`src/rtl/mbus_pkg.sv`:
```
package mbus_pkg;

   typedef enum logic [2:0] {
      ST_IDLE = 3'd0,
      ST_ADDR = 3'd1,
      ST_ASTB = 3'd2,
      ST_TURN = 3'd3,
      ST_DSTB = 3'd4,
      ST_DONE = 3'd5
   } mbus_state_e;

endpackage

```
`src/rtl/mbus_seq.sv`:
```
module mbus_seq
   import mbus_pkg::*;
#(
   parameter int RD_STATES  = 3,
   parameter int WR_STATES  = 2,
   parameter int EXT_STATES = 2
) (
   input  logic        clk,
   input  logic        rst_n,
   input  logic        start,
   input  logic        is_write,
   input  logic        ext_on,
   output mbus_state_e state,
   output logic        last_beat
);

   localparam int BASE_MAX = (RD_STATES > WR_STATES) ? RD_STATES : WR_STATES;
   localparam int MAX_LEN  = BASE_MAX + EXT_STATES;
   localparam int CNT_W    = $clog2(MAX_LEN + 1);

   mbus_state_e      nxt;
   logic [CNT_W-1:0] base_len;
   logic [CNT_W-1:0] ext_add;
   logic [CNT_W-1:0] beat_len;
   logic [CNT_W-1:0] cnt;

   initial begin : prm_chk
      assert (RD_STATES >= 1) else $error("RD_STATES must be at least 1");
      assert (WR_STATES >= 1) else $error("WR_STATES must be at least 1");
      assert (EXT_STATES >= 0) else $error("EXT_STATES must not be negative");
   end

   assign base_len = is_write ? CNT_W'(WR_STATES) : CNT_W'(RD_STATES);

   generate
      if (EXT_STATES > 0) begin : g_ext
         assign ext_add = ext_on ? CNT_W'(EXT_STATES) : '0;
      end else begin : g_noext
         assign ext_add = '0;
      end
   endgenerate

   assign beat_len  = base_len + ext_add;
   assign last_beat = (state == ST_DSTB) && (cnt == CNT_W'(1));

   always_comb begin
      nxt = state;
      unique case (state)
         ST_IDLE: if (start) nxt = ST_ADDR;
         ST_ADDR: nxt = ST_ASTB;
         ST_ASTB: nxt = ST_TURN;
         ST_TURN: nxt = ST_DSTB;
         ST_DSTB: if (last_beat) nxt = ST_DONE;
         ST_DONE: nxt = ST_IDLE;
         default: nxt = ST_IDLE;
      endcase
   end

   always_ff @(posedge clk or negedge rst_n) begin
      if (!rst_n) begin
         state <= ST_IDLE;
         cnt   <= '0;
      end else begin
         state <= nxt;
         if (state == ST_TURN)
            cnt <= beat_len;
         else if (state == ST_DSTB)
            cnt <= cnt - CNT_W'(1);
      end
   end


   beat_nonzero_chk: assert property (@(posedge clk) disable iff (!rst_n)
      (state == ST_DSTB) |-> (cnt != '0));


   astb_single_chk: assert property (@(posedge clk) disable iff (!rst_n)
      (state == ST_ASTB) |=> (state == ST_TURN));

endmodule

```
`src/rtl/mbus_dp.sv`:
```
module mbus_dp
   import mbus_pkg::*;
#(
   parameter int DATA_W = 8
) (
   input  logic              clk,
   input  logic              rst_n,
   input  logic              start,
   input  logic              req_write,
   input  logic              ext_mode,
   input  logic [DATA_W-1:0] req_addr,
   input  logic [DATA_W-1:0] req_wdata,
   input  mbus_state_e       state,
   input  logic              last_beat,
   input  logic [DATA_W-1:0] bus_ad_in,
   output logic              wr_lat,
   output logic              ext_lat,
   output logic [DATA_W-1:0] bus_ad_out,
   output logic              bus_ad_oe,
   output logic [DATA_W-1:0] rdata
);

   logic [DATA_W-1:0] addr_lat;
   logic [DATA_W-1:0] wdata_lat;
   logic              addr_phase;
   logic              data_phase;

   initial begin : prm_chk
      assert (DATA_W >= 1) else $error("DATA_W must be at least 1");
   end

   always_ff @(posedge clk or negedge rst_n) begin
      if (!rst_n) begin
         addr_lat  <= '0;
         wdata_lat <= '0;
         wr_lat    <= 1'b0;
         ext_lat   <= 1'b0;
      end else if (start) begin
         addr_lat  <= req_addr;
         wdata_lat <= req_wdata;
         wr_lat    <= req_write;
         ext_lat   <= ext_mode;
      end
   end

   always_ff @(posedge clk or negedge rst_n) begin
      if (!rst_n)
         rdata <= '0;
      else if (last_beat && !wr_lat)
         rdata <= bus_ad_in;
   end

   assign addr_phase = (state == ST_ADDR) || (state == ST_ASTB);
   assign data_phase = (state == ST_TURN) || (state == ST_DSTB) || (state == ST_DONE);
   assign bus_ad_oe  = addr_phase || (data_phase && wr_lat);
   assign bus_ad_out = addr_phase ? addr_lat : (wr_lat ? wdata_lat : '0);


   wdata_hold_chk: assert property (@(posedge clk) disable iff (!rst_n)
      (state == ST_DSTB && wr_lat) |=> $stable(bus_ad_out) && bus_ad_oe);

endmodule

```
`src/rtl/mbus_ctrl.sv`:
```
module mbus_ctrl
   import mbus_pkg::*;
#(
   parameter int DATA_W     = 8,
   parameter int RD_STATES  = 3,
   parameter int WR_STATES  = 2,
   parameter int EXT_STATES = 2
) (
   input  logic              clk,
   input  logic              rst_n,
   input  logic              req,
   output logic              req_ready,
   input  logic              req_write,
   input  logic [DATA_W-1:0] req_addr,
   input  logic [DATA_W-1:0] req_wdata,
   input  logic              ext_mode,
   output logic              rsp_done,
   output logic [DATA_W-1:0] rsp_rdata,
   output logic [DATA_W-1:0] bus_ad_out,
   output logic              bus_ad_oe,
   input  logic [DATA_W-1:0] bus_ad_in,
   output logic              bus_as_n,
   output logic              bus_ds_n,
   output logic              bus_rw_n
);

   mbus_state_e state;
   logic        start;
   logic        last_beat;
   logic        wr_lat;
   logic        ext_lat;

   assign req_ready = (state == ST_IDLE);
   assign start     = req && req_ready;

   mbus_seq #(
      .RD_STATES  (RD_STATES),
      .WR_STATES  (WR_STATES),
      .EXT_STATES (EXT_STATES)
   ) u_seq (
      .clk       (clk),
      .rst_n     (rst_n),
      .start     (start),
      .is_write  (wr_lat),
      .ext_on    (ext_lat),
      .state     (state),
      .last_beat (last_beat)
   );

   mbus_dp #(
      .DATA_W (DATA_W)
   ) u_dp (
      .clk        (clk),
      .rst_n      (rst_n),
      .start      (start),
      .req_write  (req_write),
      .ext_mode   (ext_mode),
      .req_addr   (req_addr),
      .req_wdata  (req_wdata),
      .state      (state),
      .last_beat  (last_beat),
      .bus_ad_in  (bus_ad_in),
      .wr_lat     (wr_lat),
      .ext_lat    (ext_lat),
      .bus_ad_out (bus_ad_out),
      .bus_ad_oe  (bus_ad_oe),
      .rdata      (rsp_rdata)
   );

   assign bus_as_n = (state != ST_ASTB);
   assign bus_ds_n = (state != ST_DSTB);
   assign bus_rw_n = (state == ST_IDLE) ? 1'b1 : !wr_lat;
   assign rsp_done = (state == ST_DONE);


   addr_setup_chk: assert property (@(posedge clk) disable iff (!rst_n)
      $fell(bus_as_n) |-> $stable(bus_ad_out) && bus_ad_oe && $past(bus_ad_oe));


   as_width_chk: assert property (@(posedge clk) disable iff (!rst_n)
      !bus_as_n |=> bus_as_n);


   no_contention_chk: assert property (@(posedge clk) disable iff (!rst_n)
      (!bus_ds_n && bus_rw_n) |-> !bus_ad_oe);


   rw_stable_chk: assert property (@(posedge clk) disable iff (!rst_n)
      (!bus_as_n || !bus_ds_n) |=> $stable(bus_rw_n));


   done_pulse_chk: assert property (@(posedge clk) disable iff (!rst_n)
      rsp_done |=> !rsp_done && req_ready);


   done_after_ds_chk: assert property (@(posedge clk) disable iff (!rst_n)
      $rose(bus_ds_n) |-> rsp_done);


   idle_quiet_chk: assert property (@(posedge clk) disable iff (!rst_n)
      req_ready |-> bus_as_n && bus_ds_n && bus_rw_n && !bus_ad_oe);

endmodule

```
`config.mk`:
```
export PLATFORM = sky130hd
export DESIGN_NAME = mbus_ctrl
export DESIGN_NICKNAME = d
export VERILOG_FILES = /design/src/rtl/mbus_pkg.sv /design/src/rtl/mbus_seq.sv /design/src/rtl/mbus_dp.sv /design/src/rtl/mbus_ctrl.sv
export SDC_FILE = /design/constraint.sdc
export NUM_CORES = 1
export LEC_CHECK = 0
export BUFFER_PORTS_ARGS = -buffer_cell sky130_fd_sc_hd__buf_2
export CORE_MARGIN = 8
export CORE_UTILIZATION = 45
export DETAILED_ROUTE_END_ITERATION = 10
export PLACE_DENSITY = 0.76
export SYNTH_ARGS = -nofsm -noshare
export SYNTH_HDL_FRONTEND = slang
export SYNTH_HIERARCHICAL = 1
export SYNTH_SLANG_ARGS = --single-unit
export TNS_END_PERCENT = 20
```
`constraint.sdc`:
```
create_clock -name clk -period 1.6 [get_ports clk]
set_input_delay 0.24 -clock clk [delete_from_list [all_inputs] [get_ports clk]]
set_output_delay 0.24 -clock clk [all_outputs]
set_load 0.01 [all_outputs]
```
==> impl_metrics.json <==
{
  "yosysMostFrequentCell": "dfrtp_1",
  "insertion_delay_ns": 0.32,
  "initial_core_util": 0.469,
  "nNetsFinal": 247,
  "synth_cells": 144,
  "pwr-share-seq": 0.308,
  "core.rowCount": 21,
  "r2r-end": "u_dp/wdata_lat[0]",
  "synth_cell_types": 35,
  "hold_viol_final": 0,
  "worst_slack_ns": -0.168,
  "drc": 0,
  "required_ns": 1.36,
  "synth.area.top_cells": "dfrtp_1, mux2_2, mux2i_1, nand2_1, o21ai_0",
  "numPortBuffers": 50,
  "maxSlewHeadroom": 0.541,
  "synthTopCellsByCount": "dfrtp_1, nand2_1, mux2_2",
  "netlist.area_leader.share": 0.507,
  "max_freq_mhz": 566,
  "grt.overflow.total": 0,
  "die_w_um": 75.2,
  "place_area_um2": 1930,
  "grt_usage": 0.131,
  "cts_sinks": 32,
  "rr_startpoint": "u_seq/state[0]",
  "cts_tree": "yes",
  "worst-path-buf-inv": 3,
  "yosysSeqAreaShare": 0.507,
  "powerDensity_nw_per_um2": 2000,
  "finClkSkew_ns": 0.0109,
  "power.switching_mw": 1.64,
  "die_y_um": 75.2,
  "htreeDepth": 2,
  "vias_per_cell": 4.90,
  "initialDrtViolationCount": 38,
  "syn_to_final_growth_pct": 40.8,
  "avgSynthCellArea_um2": 11.0,
  "synth_flop_cell": "dfrtp_1",
  "ant_nets": 0,
  "final_max_slew_viol_count": 0,
  "peakVddDrop_mv": 0.933,
  "crit_fanout": 11,
  "p_int_mw": 2.80,
  "cp_cell_sequence": "buf_4 -> buf_8 -> or3b_1 -> buf_2",
  "violations": "negative setup slack",
  "critical_path.top_delay_family": "flip-flops",
  "final_cells": 263,
  "synth_top_cell_by_area": "dfrtp_1",
  "holdCritPathClass": "in2reg",
  "core-area_um2": 3360,
  "worst-r2r-cell-count": 4,
  "clock_path_buffers": 2,
  "ioPinCount": 51,
  "clk_root_buffer_cell": "clkbuf_4",
  "wirelength_um": 3720,
  "grt_pass1_wl_um": 5660,
  "reg2reg_slack_ns": -0.02,
  "grt_max_degree": 33,
  "gp_congestion": 0.786,
  "hp-start": "req_addr[6]",
  "p_sw_frac": 0.369,
  "first_pass_iters": 4,
  "grt_antenna_before_repair": 0,
  "detail_route.wl_per_cell_um": 14.1,
  "clkTransAtPathRegs_ns": 0.10,
  "hold_depth": 3,
  "cp-end-kind": "output pin",
  "cpPeakStageDelay_ns": 0.45,
  "rsz0062_at_grt": "true",
  "status": "complete, but fails checks",
  "cp.arrival_ns": 1.53,
  "min_period_ns": 1.77,
  "fin_area_um2": 2220,
  "path_class": "reg2out",
  "pwr-share-comb": 0.562,
  "synth_edf_count": 0,
  "fill_cells": 269,
  "setup_violations": 17,
  "slowest_stage": "dfrtp_2",
  "maxCapViolCount": 0,
  "synth-async-reset-ratio": 1.00,
  "diodes": 0,
  "netlist_area_um2": 1580,
  "cp-start-kind": "register",
  "timing_worst_slew_pin_value_ns": 0.688,
  "place_hpwl_um": 2720,
  "grt_pass1_vias": 1252,
  "yosysWarnings": 6,
  "leakagePower_nw": 1.11,
  "synth_fp_nets": 175,
  "fin_crit_sh": 1.11,
  "dr_total_vias": 1288,
  "dieArea_um2": 5660,
  "hold_path_end": "u_dp/addr_lat[6]",
  "placed_cells": 239,
  "numCtsBuffers": 5,
  "drive_above_1_share": 0.516,
  "clock_power_share": 0.130,
  "ys_seq_elements": 32
}
==> through the flow <==
step	setup WS, ns	util	hold WS, ns	TNS (ns)	power (mW)
2_1_floorplan	-0.0307	-	-0.0556	-0.234	2.69
3_3_place_gp	0.0915	0.573	0.311	0	3.29
3_5_place_dp	0.0279	0.573	0.317	0	3.38
4_1_cts	-0.219	0.616	0.109	-2.10	4.18
5_1_grt	-0.280	0.661	0.105	-3.57	4.77
6_report	-0.168	0.661	0.127	-1.59	4.44
==> power by group through the flow <==
stage               clock network [mW]  registers, mW  logic (mW)
floorplan                            0           1.37        1.32
global route                     0.648           1.42        2.70
finish                           0.577           1.37        2.50
detailed placement                   0           1.39        1.99
global placement                     0           1.37        1.92
CTS                              0.597           1.36        2.22
==> state kept, by name (all words and copies together), names as in the netlist <==
signal          flops
u_dp/wdata_lat      8
u_seq/state         3
u_dp/rdata          8
u_dp/ext_lat        1
u_seq/cnt           3
u_dp/addr_lat       8
u_dp/wr_lat         1
==> repair_timing <==
item / in CTS / in global routing
pin swaps: 2 / 3
buffers inserted: 4 / 11
setup endpoints to repair: 14 / 32
gates resized for setup: 4 / 17
hold endpoints to repair: 32 / 0
hold buffers: 1 / 0
==> cell families after synthesis <==
group | Yosys count | share of synthesized area
adder cells (fa/ha/maj) | 2 | 0.0158
flip-flops | 32 | 0.507
XOR/XNOR | 2 | 0.0111
multiplexers | 27 | 0.189
AO/OA/AOI/OAI | 23 | 0.0927
buffers and inverters | 18 | 0.0515
AND/OR/NAND/NOR | 40 | 0.133
==> worst register-to-register path, stage by stage (launching register included) <==
cell     delay (ns)
dfrtp_2        0.46
buf_4          0.17
nor4b_4        0.31
buf_12         0.21
mux2_2         0.36
==> metal layers <==
metal	vias up	wire [um]	GRT usage
li1	640	-	-
met2	37	1930	0.216
met1	609	1530	0.154
met5	-	0	0
met4	0	19	0.0576
met3	2	244	0.0399
==> final cells by class <==
type	instances	area [um2]	area share
Inverter	10	37.5	0.0169
Multi-Input combinational cell	94	761	0.342
Timing Repair Buffer	73	487	0.219
Clock inverter	2	35.0	0.0158
Clock buffer	6	41.3	0.0186
Tap cell	46	57.6	0.0259
Sequential cell	32	805	0.362
==> worst max path at each step <==
| stage | cells after the start | slack, ns | from | endpoint |
|---|---|---|---|---|
| floorplan | 6 | -0.03 | u_seq/state[1] | u_dp/rdata[1] |
| global placement | 6 | 0.09 | u_seq/cnt[1] | u_dp/rdata[6] |
| detailed placement | 4 | 0.03 | u_seq/state[0] | bus_ad_out[6] |
| CTS | 5 | -0.22 | u_seq/state[0] | bus_ad_out[6] |
| global route | 6 | -0.28 | u_seq/state[1] | bus_ad_oe |
| finish | 4 | -0.17 | u_seq/state[1] | bus_ds_n |
==> placed cells by master, fill, tap and decap left out, types with 2 or more instances in the layout <==
cell      count
nor2_1        3
nor2_4        2
dfrtp_2       3
buf_12        2
a211oi_1      2
a21oi_1       3
nand2_1      20
mux2_4        4
ha_1          2
mux2i_1       7
buf_8         2
buf_6         5
inv_1        10
o21ai_0      11
dfrtp_1      29
clkbuf_4      5
or3b_1        2
buf_2        49
nor3_1        2
mux2_2       15
buf_4        14
Note: power is estimated with default switching activity, not from simulation.
